`config.mk`:
```
export PLATFORM = sky130hd
export DESIGN_NAME = fi_recovery_ctrl
export DESIGN_NICKNAME = d
export VERILOG_FILES = /design/src/rtl/fi_recov_pkg.sv /design/src/rtl/fi_sat_counter.sv /design/src/rtl/fi_off_timer.sv /design/src/rtl/fi_recov_fsm.sv /design/src/rtl/fi_recovery_ctrl.sv
export SDC_FILE = /design/constraint.sdc
export NUM_CORES = 1
export LEC_CHECK = 0
export BUFFER_PORTS_ARGS = -buffer_cell sky130_fd_sc_hd__buf_2
export CAP_MARGIN = 20
export CORE_UTILIZATION = 56
export CTS_CLUSTER_SIZE = 28
export DETAILED_ROUTE_END_ITERATION = 10
export GPL_ROUTABILITY_DRIVEN = 1
export PLACE_DENSITY = 0.81
export SYNTH_ARGS = -nofsm -noshare
export SYNTH_HDL_FRONTEND = slang
export SYNTH_SLANG_ARGS = --single-unit
```
`constraint.sdc`:
```
create_clock -name clk -period 3.25 [get_ports clk]
set_input_delay 0.1625 -clock clk [delete_from_list [all_inputs] [get_ports clk]]
set_output_delay 0.1625 -clock clk [all_outputs]
set_load 0.005 [all_outputs]
```
`src/rtl/fi_recov_pkg.sv`:
```
// Shared types for the recovery controller.
package fi_recov_pkg;
    typedef enum logic [2:0] {
        ST_IDLE   = 3'd0,
        ST_RELOAD = 3'd1,
        ST_REREAD = 3'd2,
        ST_OFF    = 3'd3,
        ST_PWAIT  = 3'd4,
        ST_REINIT = 3'd5
    } rec_state_t;
endpackage

```
`src/rtl/fi_sat_counter.sv`:
```
// Event counter that stops at its maximum value.
// Assumes inc is a single-cycle strobe per event.
module fi_sat_counter #(
    parameter int W = 16
) (
    input  logic         clk,
    input  logic         rst_n,
    input  logic         inc,
    output logic [W-1:0] count
);
    localparam logic [W-1:0] MAX = {W{1'b1}};

    // Count events, holding at MAX.
    always_ff @(posedge clk) begin
        if (!rst_n)
            count <= '0;
        else if (inc && count != MAX)
            count <= count + 1'b1;
    end
endmodule

```
`src/rtl/fi_off_timer.sv`:
```
// Down-counter that times how long power stays removed.
// A load value of zero behaves as one; expired is high on the last off cycle.
module fi_off_timer #(
    parameter int W = 8
) (
    input  logic         clk,
    input  logic         rst_n,
    input  logic         load,
    input  logic [W-1:0] load_val,
    input  logic         run,
    output logic         expired
);
    logic [W-1:0] cnt;

    // Load on entry, then count down while running.
    always_ff @(posedge clk) begin
        if (!rst_n)
            cnt <= '0;
        else if (load)
            cnt <= load_val;
        else if (run && cnt > 1)
            cnt <= cnt - 1'b1;
    end

    // Last cycle of the off window.
    assign expired = (cnt <= 1);
endmodule

```
`src/rtl/fi_recov_fsm.sv`:
```
// Recovery sequencing: soft reload plus re-read, escalating to a power cycle.
// Assumes chk_valid and reload_done are single-cycle strobes from the sequencer.
module fi_recov_fsm
    import fi_recov_pkg::*;
(
    input  logic clk,
    input  logic rst_n,
    input  logic chk_valid,
    input  logic chk_unknown,
    input  logic chk_over,
    input  logic reload_done,
    input  logic pwr_good,
    input  logic tmr_expired,
    output logic soft_inc,
    output logic hard_inc,
    output logic tmr_load,
    output logic reload_req,
    output logic reread_req,
    output logic pwr_en,
    output logic busy,
    output logic resume_ok,
    output logic rewrite_req
);
    rec_state_t st, st_nx;
    logic       resume_nx, rewrite_nx;

    // Next-state and event decode.
    always_comb begin
        st_nx      = st;
        soft_inc   = 1'b0;
        hard_inc   = 1'b0;
        tmr_load   = 1'b0;
        resume_nx  = 1'b0;
        rewrite_nx = 1'b0;
        unique case (st)
            ST_IDLE:   if (chk_valid && chk_unknown) st_nx = ST_RELOAD;
            ST_RELOAD: if (reload_done) st_nx = ST_REREAD;
            ST_REREAD: begin
                if (chk_valid) begin
                    if (!chk_unknown && !chk_over) begin
                        soft_inc  = 1'b1;
                        resume_nx = 1'b1;
                        st_nx     = ST_IDLE;
                    end else begin
                        hard_inc = 1'b1;
                        tmr_load = 1'b1;
                        st_nx    = ST_OFF;
                    end
                end
            end
            ST_OFF:    if (tmr_expired) st_nx = ST_PWAIT;
            ST_PWAIT:  if (pwr_good) st_nx = ST_REINIT;
            ST_REINIT: begin
                if (reload_done) begin
                    rewrite_nx = 1'b1;
                    st_nx      = ST_IDLE;
                end
            end
            default:   st_nx = ST_IDLE;
        endcase
    end

    // State and pulse registers.
    always_ff @(posedge clk) begin
        if (!rst_n) begin
            st          <= ST_IDLE;
            resume_ok   <= 1'b0;
            rewrite_req <= 1'b0;
        end else begin
            st          <= st_nx;
            resume_ok   <= resume_nx;
            rewrite_req <= rewrite_nx;
        end
    end

    // Level outputs decoded from state.
    always_comb begin
        reload_req = (st == ST_RELOAD) || (st == ST_REINIT);
        reread_req = (st == ST_REREAD);
        pwr_en     = (st != ST_OFF);
        busy       = (st != ST_IDLE);
    end
endmodule

```
`src/rtl/fi_recovery_ctrl.sv`:
```
// Top: functional-interrupt recovery controller.
// Judges re-read quality against err_thresh, times the power-off window
// and keeps separate saturating soft and hard event counts.
// Assumes err_thresh and off_cycles are steady during a recovery.
module fi_recovery_ctrl #(
    parameter int ERR_W = 8,
    parameter int OFF_W = 8,
    parameter int CNT_W = 16
) (
    input  logic             clk,
    input  logic             rst_n,
    input  logic             chk_valid,
    input  logic             chk_unknown,
    input  logic [ERR_W-1:0] chk_err_cnt,
    input  logic [ERR_W-1:0] err_thresh,
    input  logic [OFF_W-1:0] off_cycles,
    input  logic             reload_done,
    input  logic             pwr_good,
    output logic             reload_req,
    output logic             reread_req,
    output logic             pwr_en,
    output logic             busy,
    output logic             resume_ok,
    output logic             rewrite_req,
    output logic [CNT_W-1:0] soft_cnt,
    output logic [CNT_W-1:0] hard_cnt
);
    logic chk_over, soft_inc, hard_inc, tmr_load, tmr_expired;

    // Re-read is too damaged when errors exceed the threshold.
    assign chk_over = (chk_err_cnt > err_thresh);

    fi_recov_fsm u_fsm (
        .clk         (clk),
        .rst_n       (rst_n),
        .chk_valid   (chk_valid),
        .chk_unknown (chk_unknown),
        .chk_over    (chk_over),
        .reload_done (reload_done),
        .pwr_good    (pwr_good),
        .tmr_expired (tmr_expired),
        .soft_inc    (soft_inc),
        .hard_inc    (hard_inc),
        .tmr_load    (tmr_load),
        .reload_req  (reload_req),
        .reread_req  (reread_req),
        .pwr_en      (pwr_en),
        .busy        (busy),
        .resume_ok   (resume_ok),
        .rewrite_req (rewrite_req)
    );

    fi_off_timer #(.W(OFF_W)) u_tmr (
        .clk      (clk),
        .rst_n    (rst_n),
        .load     (tmr_load),
        .load_val (off_cycles),
        .run      (!pwr_en),
        .expired  (tmr_expired)
    );

    // One saturating counter per event category.
    for (genvar g = 0; g < 2; g++) begin : g_cnt
        logic [CNT_W-1:0] cval;
        fi_sat_counter #(.W(CNT_W)) u_cnt (
            .clk   (clk),
            .rst_n (rst_n),
            .inc   ((g == 0) ? soft_inc : hard_inc),
            .count (cval)
        );
    end
    assign soft_cnt = g_cnt[0].cval;
    assign hard_cnt = g_cnt[1].cval;
endmodule

```
# == After elaboration in Yosys (flattened, before gate mapping) ==
# Cells that the tools add are included.
# W data, S select, Z words.
# classes
addsub,3
magnitude_cmp,3
eq_ne,14
muxes,17
n_reduce_logical,14
# ops
operator,count
$add A16 B1 Y16 const B,2
$ne A16 B16 Y1 const B,2
$mux W3,6
$pmux W3 S6,1
$mux W8,2
$ne A2 B2 Y1 const B,5
$gt A8 B1 Y1 const B,1
$gt A8 B8 Y1,1
$le A8 B1 Y1 const B,1
$sub A8 B1 Y8 const B,1
$mux W1,7
$eq A3 B2 Y1 const B,2
$eq A3 B3 Y1 const B,2
$reduce_and A6 Y1,1
$logic_and A1 B1 Y1,5
$eq A3 B1 Y1 const B,1
$logic_not A1 Y1,3
$logic_not A3 Y1,1
$ne A3 B2 Y1 const B,1
$reduce_bool A3 Y1,1
$mux W2,1
$ne A2 B1 Y1 const B,1
$reduce_and A2 Y1,1
$reduce_bool A2 Y1,1
$logic_or A1 B1 Y1,1
# word_totals
ff_bits,45
in_bits,30
out_inout_bits,38
word_cells,57

# == Longest topological paths before layout ==
# Gate-level depths: netlist of the first run.
# logic_depth
ltp_word,7
ltp_mapped,11
mapped_depth_nobuf,9

# == Modules after synthesis ==
# From an unflattened synthesis of the first run, not the netlist that was laid out.
# hier_totals
hier_cells,319
area_unflattened_um2,2682.6
# modules_own_cells
module,n_inst,cells_each,area_per_inst_um2,seq_area_each_um2
fi_sat_counter,2,97,837.1,320.3
fi_off_timer,1,57,476.7,160.2
fi_recov_fsm,1,40,319.1,100.1
fi_recovery_ctrl,1,28,212.7,0.0

# == Worst setup path before layout of the first run ==
# OpenSTA, ideal clock, no wires.
# synth_path
kind,input to register
from,input err_thresh[1]
to,register g_cnt[0].u_cnt.count[5]
setup_time_ns,0.128
t_arrival_ns,1.865
required_time_ns,3.122
slack_ns,1.258
cell_stages,11
path_buffers,2
cell_sequence,inv_1 -> ha_1 -> nor2b_1 -> o211ai_1 -> a21boi_1 -> o31a_1 -> buf_2 -> buf_2 -> nor4_1 -> xnor2_1 -> nor2_1
# synth_via
elab_chain_len,7
# synth_rtl
item,line_no,rtl
"start, declared",fi_recovery_ctrl.sv:15,"input logic [ERR_W-1:0] err_thresh,"
$gt A8 B8 Y1,fi_recovery_ctrl.sv:31,assign chk_over = (chk_err_cnt > err_thresh);
$logic_not A1 Y1,fi_recov_fsm.sv:40,if (!chk_unknown && !chk_over) begin
$logic_and A1 B1 Y1,fi_recov_fsm.sv:40,
$mux W1,fi_recov_fsm.sv:40,
$mux W1,fi_recov_fsm.sv:39,if (chk_valid) begin
$mux W1,-,
$logic_and A1 B1 Y1,fi_sat_counter.sv:17,else if (inc && count != MAX)
"end signal, assigned",fi_sat_counter.sv:18,count <= count + 1'b1;
"end, declared",fi_sat_counter.sv:9,output logic [W-1:0] count
# No other way between the ends.
# A chain may end at the register's enable or synchronous reset.

# == Worst setup path in the final report of the first run ==
# layout_path
from,register u_tmr.cnt[0]
to,register u_tmr.cnt[4]
# layout_via
elab_chain_len,3
word_cells_on_any_way,6
cone_classes,1 x add/sub; 1 x order compare; 2 x mux; 2 x reduce/logical
# layout_rtl
item,line_no,rtl
"start, declared",fi_off_timer.sv:13,logic [W-1:0] cnt;
"start signal, assigned",fi_off_timer.sv:20,cnt <= load_val;
"start signal, assigned",fi_off_timer.sv:22,cnt <= cnt - 1'b1;
$sub A8 B1 Y8 or $gt A8 B1 Y1 (tied branches),"fi_off_timer.sv:22, fi_off_timer.sv:21",
$mux W8 or $logic_and A1 B1 Y1 (tied branches),fi_off_timer.sv:21,else if (run && cnt > 1)
$mux W8 or $reduce_bool A2 Y1 (tied branches),-,
# Several ways; a longest one is shown, not always the timed one. The select of a mux whose other input is x is not followed.

==> reports/metrics.cfg, run 1 <==
[pwr]
p_sw_mw=0.2926
powerDensity_mw_per_mm2=390.1
comb_power_share=0.116
fin_total_pwr_mw=1.161
clock_power_share=0.389
p_int_mw=0.8682
pwr-share-seq=0.494
swShare=0.2521
ir_drop_v=0.0002117
p_leak_nw=1.213

[sta]
fin_skew_ps=6.189
hold_viol=0
setup_viol=0
tightest_slew_ps=617.7
tns_ps=0
maxSlewViolCount=0
rsz0062_at_grt=no
min_period_ps=2340
fin_crit_sh=0.7199
setup_ws_ps=910.3
max_freq_mhz=427.4
relSlewSlack=0.5877

[layout]
postLayoutCoreUtil=0.7180
final_nets=414
fillCellCount=348
seqCellArea_um2=900.9
postLayoutCellArea_mm2=0.002975
syn2layout_area_growth_pct=19.50
antennaDiodeCount=0
multi_input_area_mm2=0.001481
layout-drive-gt1-share=0.2440

[clock_tree]
root_buffer=clkbuf_8
postCtsHoldBufs=0
cts_made_buffers=5
postCtsSetupBuffers=0
path_clk_slew_ps=90
clock_latency_ps=300
cts_tree=built
clockBufferDepth=2
htree_levels=2
cts_sinks=45
cts_resized=0

[routing]
dr_wl_met2_um=2813
top_layer=met4
wl_met3_um=280
drcViolationCount=0
routedWlPerCell_um=13.44
dr.pass1.iters=5
wl_um=5687
ant_nets=0
drtIter0Drc=149
vias_per_cell=5.761
vias=2437
wl_met1_um=2543

[worst_setup_path]
reg2reg_depth=7
r2r-end=u_tmr.cnt[4]$_SDFFE_PN0P_
rrSetupSlack_ps=910
worstSetupPathType=reg -> reg
crit_path_max_incr_delay_ps=490
start_kind=register
crit_chain=inv_1, ha_1, or2_2, a31oi_2, nand2_1, o311ai_0, a21oi_1
worst_ep_arrival_time_ps=2510
cp_max_fo=10
r2r-start=u_tmr.cnt[0]$_SDFFE_PN0P_
slowest_stage=dfxtp_1
crit_required_ps=3420
end_kind=register

[synthesis]
synth_compound_area_frac=0.1377
synth_area_mm2=0.002490
synth_xor_area_frac=0.07035
synthMuxAreaShare=0.01608
synth_fp_nets=350
yosys.area_share.simple=0.3106
synth_flop_cell=dfxtp_1
synth.distinct_cells=49
synth_cells=308
synthArstFlopShare=0
synth-seq-cells=45
synth_top_family_by_area=simple AND/OR/NAND/NOR gates
synth_warnings=0
synthAdderAreaFrac=0.06030
synth_edf_count=0
ys_seq_area_frac=0.3618
syn_area_per_cell_um2=8.084

[placement]
io_buffers=67
dp_slack_ps=830.7
dp_hpwl_um=4074
dpl-instance-area_mm2=0.002855
place_congestion=0.8498

[hold_path]
min_to=u_tmr.cnt[1]$_SDFFE_PN0P_
min_from=off_cycles[1]
hp-class=in -> reg
min_path_cells=3

[global_routing]
grt_max_degree=23
antenna_found_initial=0
grt_usage=0.2537
grt_pass1_wl_um=9004
grt_pass1_vias=2044
overflow=0

[floorplan]
coreArea_mm2=0.004144
ios=68
rows=23
die_width_um=68.68
die_h_um=68.68
start_util=0.6008
die-area_mm2=0.004717

[run]
maxCapViolCount=0

[run_status]
status=finished, final reports clean

-- power groups by stage --
stage	logic, mW	clock network (mW)	registers, mW
global placement	0.131	0	0.586
global route	0.153	0.469	0.576
floorplan	0.0981	0	0.578
finish	0.135	0.452	0.574
CTS	0.135	0.452	0.573
detailed placement	0.134	0	0.586
-- cell type report --
cell class,instances,area share
multi-input cells,235,0.4979
well taps,50,0.02103
clock buffers,6,0.02775
inverters,16,0.02019
repair buffers,69,0.1177
flip-flops and latches,45,0.3028
clock inverters,2,0.01262
-- metrics by stage --
step	hold slack, ps	std cells
finish	96.04	423
CTS	97.77	423
floorplan	298.5	308
detailed placement	420.0	415
global placement	412.7	415
global route	116.3	423
-- worst max path at each step --
stage                         startpoint                                    end  slack (ps)  cells after the start
2_1_floorplan              err_thresh[1]   g_cnt[0].u_cnt.count[5]$_SDFFE_PN0P_        1260                     11
3_3_place_gp              chk_err_cnt[1]  g_cnt[0].u_cnt.count[14]$_SDFFE_PN0P_         910                     10
3_5_place_dp              chk_err_cnt[1]  g_cnt[0].u_cnt.count[14]$_SDFFE_PN0P_         830                     10
4_1_cts        u_tmr.cnt[0]$_SDFFE_PN0P_              u_tmr.cnt[4]$_SDFFE_PN0P_         930                      7
5_1_grt        u_tmr.cnt[0]$_SDFFE_PN0P_              u_tmr.cnt[4]$_SDFFE_PN0P_         750                      7
6_report       u_tmr.cnt[0]$_SDFFE_PN0P_              u_tmr.cnt[4]$_SDFFE_PN0P_         910                      7
-- sequential cells by signal, summed over array words and instances, names as in the netlist --
signal and cells:
u_tmr.cnt 8, u_fsm.rewrite_req 1, u_fsm.resume_ok 1, u_fsm.st 3, g_cnt.u_cnt.count 32
-- placed cells by master (no fill, tap or decap), types with 6 or more instances in the layout --
cell,instances
nor3_1,14
clkbuf_8,6
nand4_1,7
inv_1,16
buf_2,67
a21oi_1,19
dfxtp_1,45
xor2_1,6
nand3_1,15
o21ai_0,11
or3_1,6
nor2_1,31
nand2_1,32
ha_1,12
xnor2_1,14
-- synthesized netlist by cell type (5+ instances only) --
master	n	area [um^2]
dfxtp_1	45	900.9
nand2_1	32	120.1
nor2_1	31	116.4
a21oi_1	19	95.09
inv_1	16	60.06
nand3_1	15	75.07
nor3_1	14	70.07
xnor2_1	14	122.6
ha_1	12	150.1
o21ai_0	11	55.05
clkbuf_1	9	33.78
nand4_1	7	43.79
or3_1	6	37.54
xor2_1	6	52.55
and3_1	5	31.28
o31ai_1	5	37.54
-- critical path: cells and delay by family, from the launching register on --
| family | cells | cell delay, ps |
|---|---|---|
| flops | 1 | 490 |
| fa+ha+maj | 1 | 250 |
| buf+inv | 1 | 80 |
| compound gates | 3 | 920 |
| simple gates | 2 | 460 |
-- layer usage --
metal / global-route usage / vias up
li1: - / 1226
met1: 0.3084 / 1123
met2: 0.4522 / 82
met3: 0.04441 / 6
met4: 0.07552 / 0
met5: 0 / -
-- cells by family (layout without fill, tap and decap cells) --
logic type / count (synthesis) / after routing
AOI/OAI and AO/OA: 55 / 55
xor gates and xnor gates: 20 / 20
adders and majority gates: 12 / 12
buffers and inverters: 28 / 93
DFF: 45 / 45
muxes: 4 / 4
and+or+nand+nor: 144 / 144
(Power assumes the default switching activity.)
==> run 2, diff against run 1 <==
--- a/config.mk
+++ b/config.mk
@@ -5,13 +5,14 @@
 export SDC_FILE = /design/constraint.sdc
 export NUM_CORES = 1
 export LEC_CHECK = 0
+export ABC_AREA = 1
 export BUFFER_PORTS_ARGS = -buffer_cell sky130_fd_sc_hd__buf_2
 export CAP_MARGIN = 20
-export CORE_UTILIZATION = 56
+export CORE_UTILIZATION = 49
 export CTS_CLUSTER_SIZE = 28
 export DETAILED_ROUTE_END_ITERATION = 10
 export GPL_ROUTABILITY_DRIVEN = 1
-export PLACE_DENSITY = 0.81
+export PLACE_DENSITY = 0.72
 export SYNTH_ARGS = -nofsm -noshare
 export SYNTH_HDL_FRONTEND = slang
 export SYNTH_SLANG_ARGS = --single-unit
==> constraint.sdc (replaced) <==
create_clock -name clk -period 2 [get_ports clk]
set_input_delay 0.1 -clock clk [delete_from_list [all_inputs] [get_ports clk]]
set_output_delay 0.1 -clock clk [all_outputs]
set_load 0.005 [all_outputs]
==> run 2 against run 1 <==
Net effect: via count is 22% higher; global-route usage is 3.0 points lower; worst hold slack worse by 81 ps; synthesized cell count is 45% higher; routed wire length is 21% higher; non-clock buffer count is 9 higher; clock power is 22% higher; clock skew is 0.89 ps higher; critical path depth is 2 higher; total power is 79% higher; die area is 36% higher; critical endpoint is now g_cnt[0].u_cnt.count[15]$_SDFFE_PN0P_; largest cell class unchanged; largest power group unchanged; highest routed layer unchanged.
==> reports/metrics.cfg, run 2 <==
[run_status]
status=finished, final reports clean

[worst_setup_path]
end_kind=register
timing.critical_path.buf_inv=0
worstSetupPathType=reg -> reg
cp_max_fo=19
slowest_stage=dfxtp_1
crit_required_ps=2230
crit_chain=ha_1, nand3_2, nor2_2, nand2_2, nor2_4, nand3_4, nand4_4, nand2_1, a21oi_1
crit_path_max_incr_delay_ps=400
crit_family=simple AND/OR/NAND/NOR gates
worst_ep_arrival_time_ps=2010
start_kind=register

[routing]
vias_per_cell=5.044
drtIter0Drc=158
dr.pass1.iters=4
dr_wl_met2_um=3024
routedWlPerCell_um=11.62
ant_nets=0
drcViolationCount=0
wl_met3_um=363
top_layer=met4
vias=2981
wl_met1_um=3406
wl_um=6867

[floorplan]
ios=68
rows=28
coreArea_mm2=0.005921
start_util=0.5055
die-area_mm2=0.006425
die_width_um=80.16
die_h_um=80.16

[sta]
tightest_slew_ps=468.9
rsz0062_at_grt=no
hold_viol=0
setup_viol=0
tns_ps=0
fin_crit_sh=0.8926
max_freq_mhz=560.2
relSlewSlack=0.6855
fin_skew_ps=7.077
min_period_ps=1785
maxSlewViolCount=0

[run]
maxCapViolCount=0

[clock_tree]
path_clk_slew_ps=90
htree_levels=2
clockBufferDepth=2
root_buffer=clkbuf_8
cts_resized=0
postCtsHoldBufs=0
clock_latency_ps=300
cts_sinks=45
cts_made_buffers=5
postCtsSetupBuffers=0
cts_tree=built

[layout]
mostFrequentLayoutCells=nand2_1, buf_2, inv_1
top_regs=g_cnt.u_cnt.count (32), u_tmr.cnt (8), u_fsm.st (3)
largest_reg_flops=32
final_nets=557
layout-drive-gt1-share=0.2016
final_common_cell=nand2_1
syn2layout_area_growth_pct=17.10
largest_register=g_cnt.u_cnt.count
antennaDiodeCount=0

[synthesis]
synth_cells=446
synth.distinct_cells=34
synth_area_mm2=0.002993
yosysMostFrequentCell=nand2_1
synth_area_leaders=dfxtp_1, nand2_1, inv_1
synth_fp_nets=488
synthArstFlopShare=0
synth_edf_count=0
synth_top_cell_by_area=dfxtp_1
synth_warnings=0
yosysTopAreaCellShare=0.3010
syn_area_per_cell_um2=6.710
synth-seq-cells=45
synth_flop_cell=dfxtp_1
synth_common_cells=nand2_1, inv_1, dfxtp_1
ys_seq_area_frac=0.3010

[global_routing]
grt_max_degree=22
antenna_found_initial=0
grt_pass1_vias=2590
grt_pass1_wl_um=11430
overflow=0
grt_usage=0.2242

[pwr]
p_leak_nw=1.619
powerDensity_mw_per_mm2=594.3
fin_total_pwr_mw=2.083
ir_drop_v=0.0005012

[hold_path]
hp-class=in -> reg

[placement]
place_congestion=0.8802
io_buffers=67
dp_hpwl_um=5089

-- run 2: cell count changes in the layout (fill, tap and decap cells not counted), sizes merged, moves of 15 or more --
cell | before | now
a21oi | 19 | 39
inv | 16 | 60
nand4 | 7 | 35
nor2 | 31 | 46
nand2 | 32 | 106
xor2 | 6 | 21
-- run 2: final cells by class --
class	instances	area [um^2]
clock buffers	6	72.57
clock inverters	2	10.01
fillers	598	2416
inverters	61	229.0
multi-input cells	324	1780
flip-flops and latches	45	900.9
well taps	75	93.84
repair buffers	78	417.9
-- run 2: through the flow --
stage	std cells	hold WS (ps)	setup WS, ps	util	cell area [um^2]
3_5_place_dp	583	329.6	167.4	0.5780	3422
5_1_grt	591	39.89	12.12	0.5919	3505
3_3_place_gp	583	333.5	225.6	0.5780	3422
6_report	591	14.99	214.8	0.5919	3505
2_1_floorplan	446	234.9	332.8	-	2993
4_1_cts	591	12.54	194.6	0.5919	3505
-- run 2: path summary, 6_finish.rpt --
check | from | end | slack, ps | depth (start not counted)
worst max-delay path | g_cnt[0].u_cnt.count[1]$_SDFFE_PN0P_ | g_cnt[0].u_cnt.count[15]$_SDFFE_PN0P_ | 210 | 9
worst min-delay path | off_cycles[1] | u_tmr.cnt[1]$_SDFFE_PN0P_ | 10 | 3
worst max register to register | g_cnt[0].u_cnt.count[1]$_SDFFE_PN0P_ | g_cnt[0].u_cnt.count[15]$_SDFFE_PN0P_ | 210 | 9
worst min register to register | u_fsm.st[0]$_SDFFE_PN0P_ | u_fsm.st[0]$_SDFFE_PN0P_ | 490 | 2
-- run 2: cells by family after synthesis --
| kind of cell | share of synthesized area |
|---|---|
| XOR/XNOR | 0.08194 |
| AO/OA/AOI/OAI | 0.08152 |
| buffers and inverters | 0.1041 |
| flip-flops | 0.3010 |
| adder cells (fa/ha/maj) | 0.05017 |
| AND/OR/NAND/NOR | 0.3813 |
-- run 2: where the power goes --
| group | internal (mW) | switching [mW] |
|---|---|---|
| Clock | 0.243 | 0.309 |
| Sequential | 0.938 | 0.0384 |
| Combinational | 0.212 | 0.343 |
| Total | 1.39 | 0.690 |
-- run 2: layer usage --
layer,track usage,up-vias
met5,0,-
met3,0.03636,7
li1,-,1589
met4,0.06250,0
met1,0.3024,1299
met2,0.3684,86
-- run 2: worst min-delay path, delay by kind of cell --
family | cells | cell delay [ps]
buffers and inverters | 1 | 70
and+or+nand+nor | 2 | 110
